<file path="config.mk">
export PLATFORM = sky130hd
export DESIGN_NAME = fx_rx_decode
export DESIGN_NICKNAME = d
export VERILOG_FILES = /design/src/rtl/fx_rx_pkg.sv /design/src/rtl/fx_mlt3_nrzi.sv /design/src/rtl/fx_nrzi_nrz.sv /design/src/rtl/fx_descrambler.sv /design/src/rtl/fx_cg_align.sv /design/src/rtl/fx_rx_decode.sv
export SDC_FILE = /design/constraint.sdc
export NUM_CORES = 1
export LEC_CHECK = 0
export ABC_AREA = 1
export BUFFER_PORTS_ARGS = -buffer_cell sky130_fd_sc_hd__buf_2
export CAP_MARGIN = 40
export CORE_MARGIN = 2
export CORE_UTILIZATION = 31
export DETAILED_ROUTE_END_ITERATION = 10
export PLACE_DENSITY_LB_ADDON = 0.1
export SLEW_MARGIN = 10
export SYNTH_ARGS = -nofsm -noshare
export SYNTH_HDL_FRONTEND = slang
export SYNTH_SLANG_ARGS = --single-unit
</file>
<file path="constraint.sdc">
create_clock -name clk -period 1.62 [get_ports clk]
set_input_delay 0.324 -clock clk [delete_from_list [all_inputs] [get_ports clk]]
set_output_delay 0.324 -clock clk [all_outputs]
set_load 0.01 [all_outputs]
</file>
<file path="src/rtl/fx_rx_pkg.sv">
// Shared constants and code-group decode for the 100BASE-TX receive path.
// Assumes 5-bit code groups and 4-bit nibbles, leftmost bit received first.
package fx_rx_pkg;

    localparam int CG_W  = 5;
    localparam int NIB_W = 4;

    localparam logic [2*CG_W-1:0] SSD_PAIR = 10'b11000_10001;
    localparam logic [CG_W-1:0]   CG_END   = 5'b01101;
    localparam logic [CG_W-1:0]   CG_IDLE  = 5'b11111;

    typedef struct packed {
        logic             ok;
        logic [NIB_W-1:0] nib;
    } cg_dec_t;

    // Map one code group to a data nibble; ok is low for non-data groups.
    function automatic cg_dec_t cg_decode(input logic [CG_W-1:0] cg);
        cg_dec_t r;
        r.ok = 1'b1;
        case (cg)
            5'b11110: r.nib = 4'h0;
            5'b01001: r.nib = 4'h1;
            5'b10100: r.nib = 4'h2;
            5'b10101: r.nib = 4'h3;
            5'b01010: r.nib = 4'h4;
            5'b01011: r.nib = 4'h5;
            5'b01110: r.nib = 4'h6;
            5'b01111: r.nib = 4'h7;
            5'b10010: r.nib = 4'h8;
            5'b10011: r.nib = 4'h9;
            5'b10110: r.nib = 4'hA;
            5'b10111: r.nib = 4'hB;
            5'b11010: r.nib = 4'hC;
            5'b11011: r.nib = 4'hD;
            5'b11100: r.nib = 4'hE;
            5'b11101: r.nib = 4'hF;
            default: begin
                r.ok  = 1'b0;
                r.nib = 4'h0;
            end
        endcase
        return r;
    endfunction

endpackage

</file>
<file path="src/rtl/fx_mlt3_nrzi.sv">
// MLT-3 to NRZI converter.
// Takes one signed three-level symbol per clock and inverts the NRZI bit
// whenever the level moves. Assumes the upstream slicer only produces legal
// MLT-3 (no 2'b10 code, no direct +1 <-> -1 step).
module fx_mlt3_nrzi #(
    parameter int LVL_W = 2
) (
    input  logic             clk,
    input  logic             rst_n,
    input  logic [LVL_W-1:0] lvl,
    output logic             nrzi
);

    logic [LVL_W-1:0] lvl_q;

    // Remember last level and invert the NRZI bit on every level change.
    always_ff @(posedge clk) begin
        if (!rst_n) begin
            lvl_q <= '0;
            nrzi  <= 1'b0;
        end else begin
            lvl_q <= lvl;
            if (lvl != lvl_q)
                nrzi <= ~nrzi;
        end
    end

    // input coding never uses the unassigned code
    a_r1_legal_level: assert property (@(posedge clk) disable iff (!rst_n)
        lvl != 2'b10)
        else $error("a_r1_legal_level: illegal MLT-3 code");

    // MLT-3 only steps between adjacent levels
    a_r1_adjacent_step: assert property (@(posedge clk) disable iff (!rst_n)
        !((lvl_q == 2'b01 && lvl == 2'b11) || (lvl_q == 2'b11 && lvl == 2'b01)))
        else $error("a_r1_adjacent_step: level jumped across zero");

endmodule

</file>
<file path="src/rtl/fx_nrzi_nrz.sv">
// Loopback select and NRZI to NRZ conversion.
// The loopback bit picks the local transmit NRZI stream in place of the
// line-derived one; the NRZ bit marks a transition against the last cycle.
module fx_nrzi_nrz (
    input  logic clk,
    input  logic rst_n,
    input  logic loop_en,
    input  logic line_nrzi,
    input  logic tx_nrzi,
    output logic nrz
);

    logic sel_nrzi;
    logic prev_nrzi;

    // Choose the source stream feeding the converter.
    always_comb sel_nrzi = loop_en ? tx_nrzi : line_nrzi;

    // Hold the previous NRZI bit for transition detection.
    always_ff @(posedge clk) begin
        if (!rst_n) prev_nrzi <= 1'b0;
        else        prev_nrzi <= sel_nrzi;
    end

    // A transition is a one, no transition is a zero.
    always_comb nrz = sel_nrzi ^ prev_nrzi;

endmodule

</file>
<file path="src/rtl/fx_descrambler.sv">
// Self-synchronising descrambler, polynomial x^11 + x^9 + 1.
// Assumes the line sends idle (plain ones) long enough after reset for the
// key register to be loaded from the stream. Outputs ones until locked.
module fx_descrambler #(
    parameter int LFSR_W   = 11,
    parameter int TAP_HI   = 10,
    parameter int TAP_LO   = 8,
    parameter int LOCK_RUN = 32
) (
    input  logic clk,
    input  logic rst_n,
    input  logic scr_bit,
    output logic plain_bit,
    output logic locked
);

    localparam int CW = $clog2(LOCK_RUN + 1);

    logic [LFSR_W-1:0] key_q;
    logic [CW-1:0]     run_q;
    logic              key_bit;
    logic              hit;

    // Predicted key bit and whether idle would explain the received bit.
    always_comb begin
        key_bit = key_q[TAP_HI] ^ key_q[TAP_LO];
        hit     = (key_bit == ~scr_bit);
    end

    // Load from the stream until a full run of hits, then free-run.
    always_ff @(posedge clk) begin
        if (!rst_n) begin
            key_q  <= '0;
            run_q  <= '0;
            locked <= 1'b0;
        end else if (locked) begin
            key_q <= {key_q[LFSR_W-2:0], key_bit};
        end else begin
            key_q <= {key_q[LFSR_W-2:0], ~scr_bit};
            if (!hit)
                run_q <= '0;
            else if (run_q == CW'(LOCK_RUN - 1))
                locked <= 1'b1;
            else
                run_q <= run_q + 1'b1;
        end
    end

    // Unscramble once locked; present idle ones before that.
    always_comb plain_bit = locked ? (scr_bit ^ key_bit) : 1'b1;

    // lock is kept until reset
    a_r4_lock_sticky: assert property (@(posedge clk) disable iff (!rst_n)
        locked |=> locked)
        else $error("a_r4_lock_sticky: lock lost");

endmodule

</file>
<file path="src/rtl/fx_cg_align.sv">
// Code-group aligner and 5B/4B decoder.
// Finds the start-of-stream pair, then cuts every 5 bits into a group and
// decodes it into registered nibble, valid and error outputs held per group.
module fx_cg_align
    import fx_rx_pkg::*;
(
    input  logic             clk,
    input  logic             rst_n,
    input  logic             bit_in,
    output logic [NIB_W-1:0] rxd,
    output logic             rx_dv,
    output logic             rx_er
);

    localparam int PH_W = $clog2(CG_W);

    logic [2*CG_W-1:0] sh;
    logic [2*CG_W-1:0] sh_nx;
    logic [PH_W-1:0]   ph;
    logic              in_frame;
    logic              grp_done;
    logic              is_end;
    cg_dec_t           dec;

    // Window of recent bits, current group and its decode.
    always_comb begin
        sh_nx    = {sh[2*CG_W-2:0], bit_in};
        grp_done = in_frame && (ph == PH_W'(CG_W - 1));
        is_end   = (sh_nx[CG_W-1:0] == CG_END) || (sh_nx[CG_W-1:0] == CG_IDLE);
        dec      = cg_decode(sh_nx[CG_W-1:0]);
    end

    // Track framing and update outputs once per completed group.
    always_ff @(posedge clk) begin
        if (!rst_n) begin
            sh       <= '1;
            ph       <= '0;
            in_frame <= 1'b0;
            rxd      <= '0;
            rx_dv    <= 1'b0;
            rx_er    <= 1'b0;
        end else begin
            sh <= sh_nx;
            if (!in_frame) begin
                if (sh_nx == SSD_PAIR) begin
                    in_frame <= 1'b1;
                    ph       <= '0;
                end
            end else if (grp_done) begin
                ph <= '0;
                if (is_end) begin
                    in_frame <= 1'b0;
                    rx_dv    <= 1'b0;
                    rx_er    <= 1'b0;
                    rxd      <= '0;
                end else begin
                    rx_dv <= 1'b1;
                    rx_er <= ~dec.ok;
                    rxd   <= dec.ok ? dec.nib : '0;
                end
            end else begin
                ph <= ph + 1'b1;
            end
        end
    end

    // an error is only flagged inside valid data
    a_r8_er_needs_dv: assert property (@(posedge clk) disable iff (!rst_n)
        rx_er |-> rx_dv)
        else $error("a_r8_er_needs_dv: rx_er without rx_dv");

    // outputs hold between group boundaries
    a_r6_hold_between: assert property (@(posedge clk) disable iff (!rst_n)
        !grp_done |=> $stable({rx_dv, rx_er, rxd}))
        else $error("a_r6_hold_between: output changed mid-group");

    // valid only rises once framing is established
    a_r5_dv_after_pair: assert property (@(posedge clk) disable iff (!rst_n)
        $rose(rx_dv) |-> $past(in_frame))
        else $error("a_r5_dv_after_pair: rx_dv rose outside a frame");

    // the group phase stays inside one group
    a_r5_phase_range: assert property (@(posedge clk) disable iff (!rst_n)
        ph < PH_W'(CG_W))
        else $error("a_r5_phase_range: phase out of range");

    // an end or idle group closes the frame
    a_r7_end_closes: assert property (@(posedge clk) disable iff (!rst_n)
        (grp_done && is_end) |=> (!rx_dv && !in_frame))
        else $error("a_r7_end_closes: frame not closed");

endmodule

</file>
<file path="src/rtl/fx_rx_decode.sv">
// 100BASE-TX receive decode path, top level.
// One recovered MLT-3 symbol per 125 MHz clock in, MII-style nibble out.
// Assumes a single clock domain and a symbol stream already equalised and
// retimed. A control-word bit selects internal loopback of transmit NRZI.
module fx_rx_decode #(
    parameter int CTRL_W   = 16,
    parameter int LOOP_BIT = 14,
    parameter int LVL_W    = 2,
    parameter int LFSR_W   = 11,
    parameter int TAP_HI   = 10,
    parameter int TAP_LO   = 8,
    parameter int LOCK_RUN = 32
) (
    input  logic              clk,
    input  logic              rst_n,
    input  logic [LVL_W-1:0]  mlt3_lvl,
    input  logic              tx_nrzi,
    input  logic [CTRL_W-1:0] ctrl_word,
    output logic [3:0]        rxd,
    output logic              rx_dv,
    output logic              rx_er,
    output logic              line_send_idle
);

    logic loop_en;
    logic line_nrzi;
    logic nrz_bit;
    logic plain_bit;
    logic scr_locked;
    logic unused_ctrl;

    // Decode the loopback control bit; other bits belong to other logic.
    always_comb begin
        loop_en        = ctrl_word[LOOP_BIT];
        line_send_idle = loop_en;
        unused_ctrl    = ^ctrl_word;
    end

    fx_mlt3_nrzi #(.LVL_W(LVL_W)) u_mlt3 (
        .clk   (clk),
        .rst_n (rst_n),
        .lvl   (mlt3_lvl),
        .nrzi  (line_nrzi)
    );

    fx_nrzi_nrz u_nrz (
        .clk       (clk),
        .rst_n     (rst_n),
        .loop_en   (loop_en),
        .line_nrzi (line_nrzi),
        .tx_nrzi   (tx_nrzi),
        .nrz       (nrz_bit)
    );

    fx_descrambler #(
        .LFSR_W   (LFSR_W),
        .TAP_HI   (TAP_HI),
        .TAP_LO   (TAP_LO),
        .LOCK_RUN (LOCK_RUN)
    ) u_dscr (
        .clk       (clk),
        .rst_n     (rst_n),
        .scr_bit   (nrz_bit),
        .plain_bit (plain_bit),
        .locked    (scr_locked)
    );

    fx_cg_align u_align (
        .clk    (clk),
        .rst_n  (rst_n),
        .bit_in (plain_bit),
        .rxd    (rxd),
        .rx_dv  (rx_dv),
        .rx_er  (rx_er)
    );

    // no frame is reported while the descrambler is unlocked
    a_r4_no_dv_unlocked: assert property (@(posedge clk) disable iff (!rst_n)
        !scr_locked |-> !rx_dv)
        else $error("a_r4_no_dv_unlocked: data valid before lock");

endmodule

</file>
# Word level (Yosys, flattened, before mapping)
# Index checks and enable logic that the tools add are counted.
dict set report totals {
  regBits 41
  word_cells 71
  input_bits 21
  out_inout_bits 7
}
dict set report op_classes {
  mux 20
  eq_ne 24
  n_reduce_logical 6
  n_addsub 2
  bitwise_logic 7
}
# cell n
set ops {}
lappend ops {{$eq 5x5->1 const B} 12}
lappend ops {{$pmux 4 s15} 1}
lappend ops {{$eq 5x4->1 const B} 6}
lappend ops {{$reduce_or 16->1} 1}
lappend ops {{$mux 1} 12}
lappend ops {{$mux 6} 2}
lappend ops {{$eq 10x10->1 const B} 1}
lappend ops {{$mux 3} 3}
lappend ops {{$mux 4} 2}
lappend ops {{$add 6x1->6 const B} 1}
lappend ops {{$eq 6x5->1 const B} 1}
lappend ops {{$not 1->1} 4}
lappend ops {{$reduce_and 2->1} 2}
lappend ops {{$add 3x1->3 const B} 1}
lappend ops {{$eq 3x3->1 const B} 1}
lappend ops {{$xor 1x1->1} 3}
lappend ops {{$ne 2x2->1} 1}
lappend ops {{$ne 2x2->1 const B} 1}
lappend ops {{$reduce_bool 2->1} 1}
lappend ops {{$eq 1x1->1} 1}
lappend ops {{$logic_and 1x1->1} 1}
lappend ops {{$logic_or 1x1->1} 1}

# Longest topological paths before layout
# Gate-level depths: netlist of run 1.
dict set report logic_depth {
  ltp_word 9
  depth_mapped 13
  mapped_depth_nobuf 13
}

# Cells and area by module
# A second synthesis of run 1 with hierarchy kept.
dict set report hier_totals {
  cells_unflattened 245
  hier_area_um2 1796.7
}
# mod seq_area_each_um2 cells_per_inst area_each_um2 n_inst
set modules_own_cells {}
lappend modules_own_cells {fx_cg_align 380.4 108 809.5 1}
lappend modules_own_cells {fx_descrambler 360.3 105 778.2 1}
lappend modules_own_cells {fx_mlt3_nrzi 60.1 18 123.9 1}
lappend modules_own_cells {fx_nrzi_nrz 20.0 13 77.6 1}
lappend modules_own_cells {fx_rx_decode 0.0 1 7.5 1}

# Worst setup path before layout of run 1
# No wires, ideal clock.
dict set report synth_timing {
  kind {reg2reg}
  start {reg u_dscr.run_q[0]}
  end {reg u_dscr.run_q[0]}
  stages_incl_launch_ff 10
  path_buffers 0
  arrival_time_ps 1307
  path_slack_ps 197
  synth_period_minus_slack_ps 1423
  t_required_ps 1504
  setup_time_ps 116
  path_cell_list {dfxtp_1 -> ha_1 -> nand2_1 -> nor2_1 -> inv_1 -> nor2_2 -> nand2_4 -> nand2_4 -> inv_4 -> o211a_1}
}
dict set report synth_via {
  elab_chain_len 3
  elab_cells_between_ends 6
  classes_between {1 x add/sub; 2 x eq/ne; 2 x mux; 1 x reduce/logical}
}
# element line_no
set synth_lines {}
lappend synth_lines {{from (decl)} fx_descrambler.sv:20} ;# logic [CW-1:0] run_q;
lappend synth_lines {{from (signal assigned)} fx_descrambler.sv:45} ;# run_q <= run_q + 1'b1;
lappend synth_lines {{$add 6x1->6 or $eq 6x5->1 (tied branches)} {fx_descrambler.sv:45, fx_descrambler.sv:42}}
lappend synth_lines {{$mux 6 or $ne 2x2->1 (tied branches)} n/a}
lappend synth_lines {{$mux 6 or $reduce_and 2->1 (tied branches)} n/a}
# Several ways; a longest one is shown, not always the timed one. The select of a mux whose other input is x is not followed.
# A chain may end at the register's enable or synchronous reset.

# Final worst setup path of run 1
dict set report layout_timing {
  start {reg u_dscr.run_q[1]}
  end {reg u_dscr.run_q[0]}
}
dict set report layout_via {
  elab_chain_len 3
}
# element line_no
set layout_lines {}
lappend layout_lines {{$eq 6x5->1} fx_descrambler.sv:42} ;# else if (run_q == CW'(LOCK_RUN - 1))
lappend layout_lines {{$ne 2x2->1 (no line)} n/a}
lappend layout_lines {{$reduce_and 2->1 (no line)} n/a}
# Every way passes these cells.

==> run metrics, run 1 <==
status=finished, final reports clean; GR Overflow Total=0; Clock Skew=3.65 ps; io pins=28; drc violations=0; syn_area_per_cell=7.60 um2; VDD IR-drop max=0.000460 V; Clock Path Buffers=2; final setup margin=146 ps; Worst-path clk slew=70 ps; ys flop type=dfxtp_1; most numerous cell in the Yosys netlist=nand2_1; worst slew pin tran=590 ps; Critical Path Sink Type=flop; reg2reg path depth=9; P_leak=1.04 nW; fmax=679 MHz; crit path launch type=flop; crit path to=u_dscr.run_q[0]; core footprint=0.00551 mm2; Yosys reg bits=41; DR iter-0 viols=41; Mapped Area=0.00176 mm2; Setup WS pre-CTS=94.3 ps; ratio of final minimum period to clock period=91.0%; DP HPWL=2270 um; worst r2r dst=u_dscr.run_q[0]; CP max FO=6; Mapped Cells=232; final cell count without fillers=323; max-slew violations=0; crit path from=u_dscr.run_q[1]; top cells by area, synth=dfxtp_1, nand2_1, inv_1; pwr dens=952 mW/mm2; drt total wl=3050 um; TritonCTS sink count=41; P&R area growth vs syn=15.5%; drt pass-1 iters=5; insertion delay to the later sink of the worst-skew pair=280 ps; die height=79.4 um; cts-stage hold buffer count=0; worst path arrival time=1650 ps; fraction of layout cells with a size suffix above 1=19.1%; setup TNS=0 ps; number of I/O port buffers=12; final setup violation count=0; vias in the first global route=1252; cell type with the largest total area after synthesis=dfxtp_1; n_diodes=0; Placer Congestion=0.740; Hold Violations, Final=0; synth warn=0; antenna violations before repair=0; worst reg2reg startpoint=u_dscr.run_q[1]; via count=1364; antenna violation net count after detailed routing=0; Post-Syn Nets=256; DR WL/cell=9.44 um; worst rel slew slack=60.6%; placed insts=316; die extent in x=79.4 um; top-area cell type share of the netlist area=46.5%; TritonCTS clock tree=yes; asr flop ratio synth=0%; CTS H-tree lvls=2; all-layer global routing usage=10.9%; Vias/cell=4.22; Crit path required time=1800 ps; sequential fraction of the synthesis area=46.5%; RSZ-0062 raised after global routing=false; Tmin final=1470 ps; Max Cap Viol=0; class of the worst hold path=in2reg; Post-synth EDFFs=0; Synth cell types=28; Reg2Reg Setup Slack=150 ps; global-route wire length before repair=5420 um; Final Net Count=275; Root Buffer=clkbuf_8; largest net degree at the start of global routing=16; Die Area=0.00631 mm2; critical path type=reg2reg; most frequent cells after synthesis=nand2_1, dfxtp_1, inv_1, nand3_1, nor2_1; Rows=27; Starting Density=32.0%; CTS buffer count=5
[where the power goes]
| part | switching [mW] | internal [mW] | total (mW) |
|---|---|---|---|
| Clock | 0.324 | 0.448 | 0.772 |
| Combinational | 0.0740 | 0.0527 | 0.127 |
| Sequential | 0.0133 | 1.03 | 1.04 |
[kinds of logic (layout without fill, tap and decap cells)]
kind of cell | Yosys count | after routing | share of synthesized area, %
compound gates | 24 | 24 | 7.73
fa+ha+maj | 3 | 3 | 2.13
flops | 41 | 41 | 46.5
buf+inv | 49 | 68 | 10.8
simple gates | 109 | 109 | 29.9
xor+xnor | 6 | 6 | 2.98
[critical path: stages, from the launching register on]
cell     delay [ps]
dfxtp_2         360
ha_2            200
nand2_1          70
nor2_1          140
inv_1            70
nor2_2          120
nand2_4          60
nand2_4         100
inv_4            60
o211a_1         190
[worst min path at each step]
stage	from	endpoint	slack [ps]	depth (start not counted)
after floorplan	u_dscr.key_q[9]	u_dscr.key_q[10]	390	2
final	mlt3_lvl[0]	u_mlt3.lvl_q[0]	240	3
after CTS	mlt3_lvl[0]	u_mlt3.lvl_q[0]	230	3
after global placement	u_dscr.key_q[6]	u_dscr.key_q[7]	390	2
after global routing	mlt3_lvl[0]	u_mlt3.lvl_q[0]	240	3
after detailed placement	u_dscr.key_q[6]	u_dscr.key_q[7]	400	2
[layout make-up]
| class | instances | area [um2] |
|---|---|---|
| clock inverters | 2 | 35.0 |
| well taps | 72 | 90.1 |
| fillers | 577 | 3470 |
| clock buffers | 5 | 68.8 |
| repair buffers | 17 | 97.6 |
| inverters | 44 | 168 |
| flip-flops and latches | 41 | 822 |
| multi-input cells | 142 | 756 |
[cell usage in the layout (no fill, tap or decap)]
master / instances
dfxtp_1: 40
nand2_4: 2
clkinv_2: 1
nand3_2: 3
clkbuf_8: 5
nand2_2: 5
ha_2: 1
nor2_2: 1
inv_4: 1
a21oi_1: 12
bufinv_16: 1
o21bai_1: 3
buf_2: 12
nand2_1: 47
o21ai_0: 3
dfxtp_2: 1
o211a_1: 1
buf_4: 5
nor3b_1: 1
xor2_1: 4
nand4_1: 2
o211ai_1: 1
inv_1: 39
inv_2: 4
xnor2_1: 2
nor2_1: 19
ha_1: 2
o22ai_1: 1
nand3_1: 22
nor4_1: 1
nor2_4: 3
o21ai_1: 3
or2_2: 3
[layer usage]
metal	vias to the layer above	global-route usage, %	share of wire (%)	wire (um)
met4	0	3.62	0.75	23
met3	2	3.39	3.2	99
met2	13	17.9	45	1380
met1	599	13.4	51	1550
met5	-	0	0	0
li1	750	-	-	-
[sequential cells by signal, summed over array words and instances (netlist names)]
signal and count:
u_dscr.key_q 11, u_nrz.prev_nrzi 1, u_dscr.locked 1, u_align.ph 3
u_mlt3.lvl_q 2, u_align.in_frame 1, u_align.rx_dv 1, u_align.sh 9
u_dscr.run_q 6, u_mlt3.nrzi 1, u_align.rxd 4, u_align.rx_er 1
[timing repair]
item | CTS | global route
setup buffers | 0 | 0
endpoints found under the setup margin | 0 | 3
resized for setup | 0 | 2
[stage by stage]
stage	power, mW	hold slack (ps)	utilization (%)	instance area (um2)
floorplan	1.15	390	-	1760
global placement	1.19	393	35.0	1930
detailed placement	1.19	398	35.0	1930
CTS	1.98	230	36.9	2030
global route	2.05	242	37.0	2040
finish	1.94	237	37.0	2040
Note: power is estimated with default switching activity, not from simulation.
==> run 2, diff against run 1 <==
- CORE_UTILIZATION: 31 -> 55
==> run 2 against run 1 <==
Against the previous run:
- total power down 4.6%
- setup slack better by 2.1 ps
- via count up 2.0%
- first-iteration DRC count up 15%
- combinational power about the same
- sequential power about the same
- non-clock buffer count up 1
- critical path depth unchanged
- count of clock-buffer cells in the layout up 2
- die area down 42%
- cell area down 2.0%
- sequential share of layout area up 0.75 points
- critical path type unchanged
- largest cell class unchanged
- highest routed layer unchanged
==> run metrics, run 2 (synthesis results as in run 1) <==
via count=1391 (+2.0%); CP max FO=6 (unchanged); class of the worst hold path=in2reg; insertion delay to the later sink of the worst-skew pair=340 ps (+60 ps); TritonCTS sink count=41 (unchanged); Crit path top cell by count=nand2_4; multi-input logic area=763 um2 (+0.99%); most common cell after layout, fill and taps aside=nand2_1; RSZ-0062 raised after global routing=false; io pins=28 (unchanged); final cell count without fillers=297 (-8.0%); clock share of power=36.8% (-3.0 points); worst rel slew slack=78.9% (+18 points); largest registers=u_dscr.key_q (11), u_align.sh (9), u_dscr.run_q (6); sw power=0.399 mW (-3.1%); drc violations=0 (unchanged); Root Buffer=clkbuf_4; Hold Path Depth=3 (unchanged); DR iter-0 viols=47 (+15%); CTS buffer count=5 (unchanged); DP HPWL=2080 um (-8.4%); post-cts sizing count=0 (unchanged); placed insts=289 (-8.5%); reg2reg path depth=9 (unchanged); Vias/cell=4.68 (+11%); Reg area=821 um2 (-0.15%); busiest layer in global routing=met2; fmax=679 MHz (+0.14%); worst path arrival time=1710 ps (+60 ps); critical path's top delay family=simple AND/OR/NAND/NOR gates; antenna violations before repair=0 (unchanged); Crit path required time=1860 ps (+60 ps); Rows=20 (-26%); DR WL/cell=9.33 um (-1.2%); critical path, cell by cell=ha_2, nand2_1, nor2_2, inv_1, nor2_4, nand2_4, nand2_4, inv_4, o211a_1; VDD IR-drop max=0.000670 V (+46%); Hold Violations, Final=0 (unchanged); Clock Path Buffers=2 (unchanged); met2 usage=30.6% (+13 points); max FFs per register=11 (unchanged); fraction of layout cells with a size suffix above 1=19.4% (+0.24 points); Setup Buffers After CTS=0 (unchanged); P_leak=1.04 nW (-0.32%); HP Start=mlt3_lvl[0]; critical path type=reg2reg; TritonCTS clock tree=yes; ratio of final minimum period to clock period=90.8% (-0.13 points); die height=60.6 um (-24%); all-layer global routing usage=18.2% (+7.3 points); n_diodes=0 (unchanged); Tmin final=1470 ps (-2.09 ps); P&R area growth vs syn=13.2%; status=finished, final reports clean; die extent in x=60.6 um (-24%); CP max stage cell=dfxtp_1; commonest non-fill, non-tap cells in the layout=nand2_1, dfxtp_1, inv_1; Reg power frac=56.2% (+2.5 points); Critical Path Sink Type=flop; Logic pwr share=7.0% (+0.5 points); worst reg2reg startpoint=u_dscr.run_q[0]; final setup violation count=0 (unchanged); vias in the first global route=1263 (+0.88%); Final Net Count=276 (+0.36%); Die Area=0.00368 mm2 (-42%); CTS H-tree lvls=2 (unchanged); GRT met1 Usage=21.4% (+8.1 points); Global Route met3 Usage=5.76% (+2.4 points); Hold Path End=u_mlt3.lvl_q[0]; worst slew pin tran=314 ps (-276 ps); crit path launch type=flop; Starting Density=57.8% (+26 points); number of I/O port buffers=12 (unchanged); global-route wire length before repair=5010 um (-7.6%); drt total wl=2770 um (-9.2%); Placer Congestion=0.884 (+20%); cts-stage hold buffer count=0 (unchanged); Most flops, register=u_dscr.key_q; largest net degree at the start of global routing=15 (-1); GR Overflow Total=0 (unchanged); drt pass-1 iters=3 (-2); Max Cap Viol=0 (unchanged); setup TNS=0 ps (unchanged); Worst-path clk slew=110 ps (+40 ps); max-slew violations=0 (unchanged); CP bufs+invs=2 (unchanged); P_int=1.45 mW (-5.0%); worst r2r dst=u_dscr.run_q[0]; Worst path max stage delay=350 ps (about the same); Reg2Reg Setup Slack=150 ps (about the same); antenna violation net count after detailed routing=0 (unchanged); filler cell count=285 (-51%); Switching Fraction=21.6% (+0.33 points); WP depth=9 (unchanged); pwr dens=927 mW/mm2 (-2.7%); core footprint=0.00305 mm2 (-45%); Clock Skew=11.9 ps (+8.23 ps)
## run 2: area by class of cell
cell class	count	area share (%)
flip-flops and latches	41	41.1
inverters	44	8.40
repair buffers	18	5.26
well taps	44	2.76
clock buffers	7	2.76
multi-input cells	142	38.2
clock inverters	1	1.50
## run 2: power groups by stage
stage / combinational [mW] / sequential, mW / clock (mW)
2_1_floorplan: 0.0881 / 1.06 / 0
3_3_place_gp: 0.129 / 1.06 / 0
3_5_place_dp: 0.131 / 1.06 / 0
4_1_cts: 0.132 / 1.04 / 0.708
5_1_grt: 0.148 / 1.04 / 0.745
6_report: 0.130 / 1.04 / 0.680
## run 2: per-layer routing
layer,vias to the layer above,wire (um)
li1,755,-
met1,620,1370
met2,12,1270
met3,4,81
met4,0,48
met5,-,0
## run 2: worst max path at each step
stage / startpoint / slack (ps) / end
CTS: u_dscr.run_q[0] / 90 / u_dscr.run_q[0]
floorplan: u_dscr.run_q[0] / 200 / u_dscr.run_q[0]
global placement: u_dscr.run_q[0] / 130 / u_dscr.run_q[0]
detailed placement: u_dscr.run_q[0] / 120 / u_dscr.run_q[0]
global route: u_dscr.run_q[1] / 6 / u_dscr.run_q[4]
finish: u_dscr.run_q[0] / 150 / u_dscr.run_q[0]
## run 2: per-stage QoR
stage,power [mW],setup WS [ps],instance area [um2],hold slack (ps),utilization (%)
2_1_floorplan,1.15,197,1760,390,-
3_3_place_gp,1.19,133,1900,394,62.3
3_5_place_dp,1.19,115,1900,401,62.3
4_1_cts,1.88,91.1,1990,156,65.1
5_1_grt,1.94,5.69,2000,163,65.4
6_report,1.85,148,2000,169,65.4
## run 2: worst register-to-register path, delay by kind of cell, from the launching register on
kind                     cells  cell delay (ps)
adder cells (fa/ha/maj)      1              190
flip-flops                   1              350
buffers and inverters        2              140
AO/OA/AOI/OAI                1              210
AND/OR/NAND/NOR              5              490
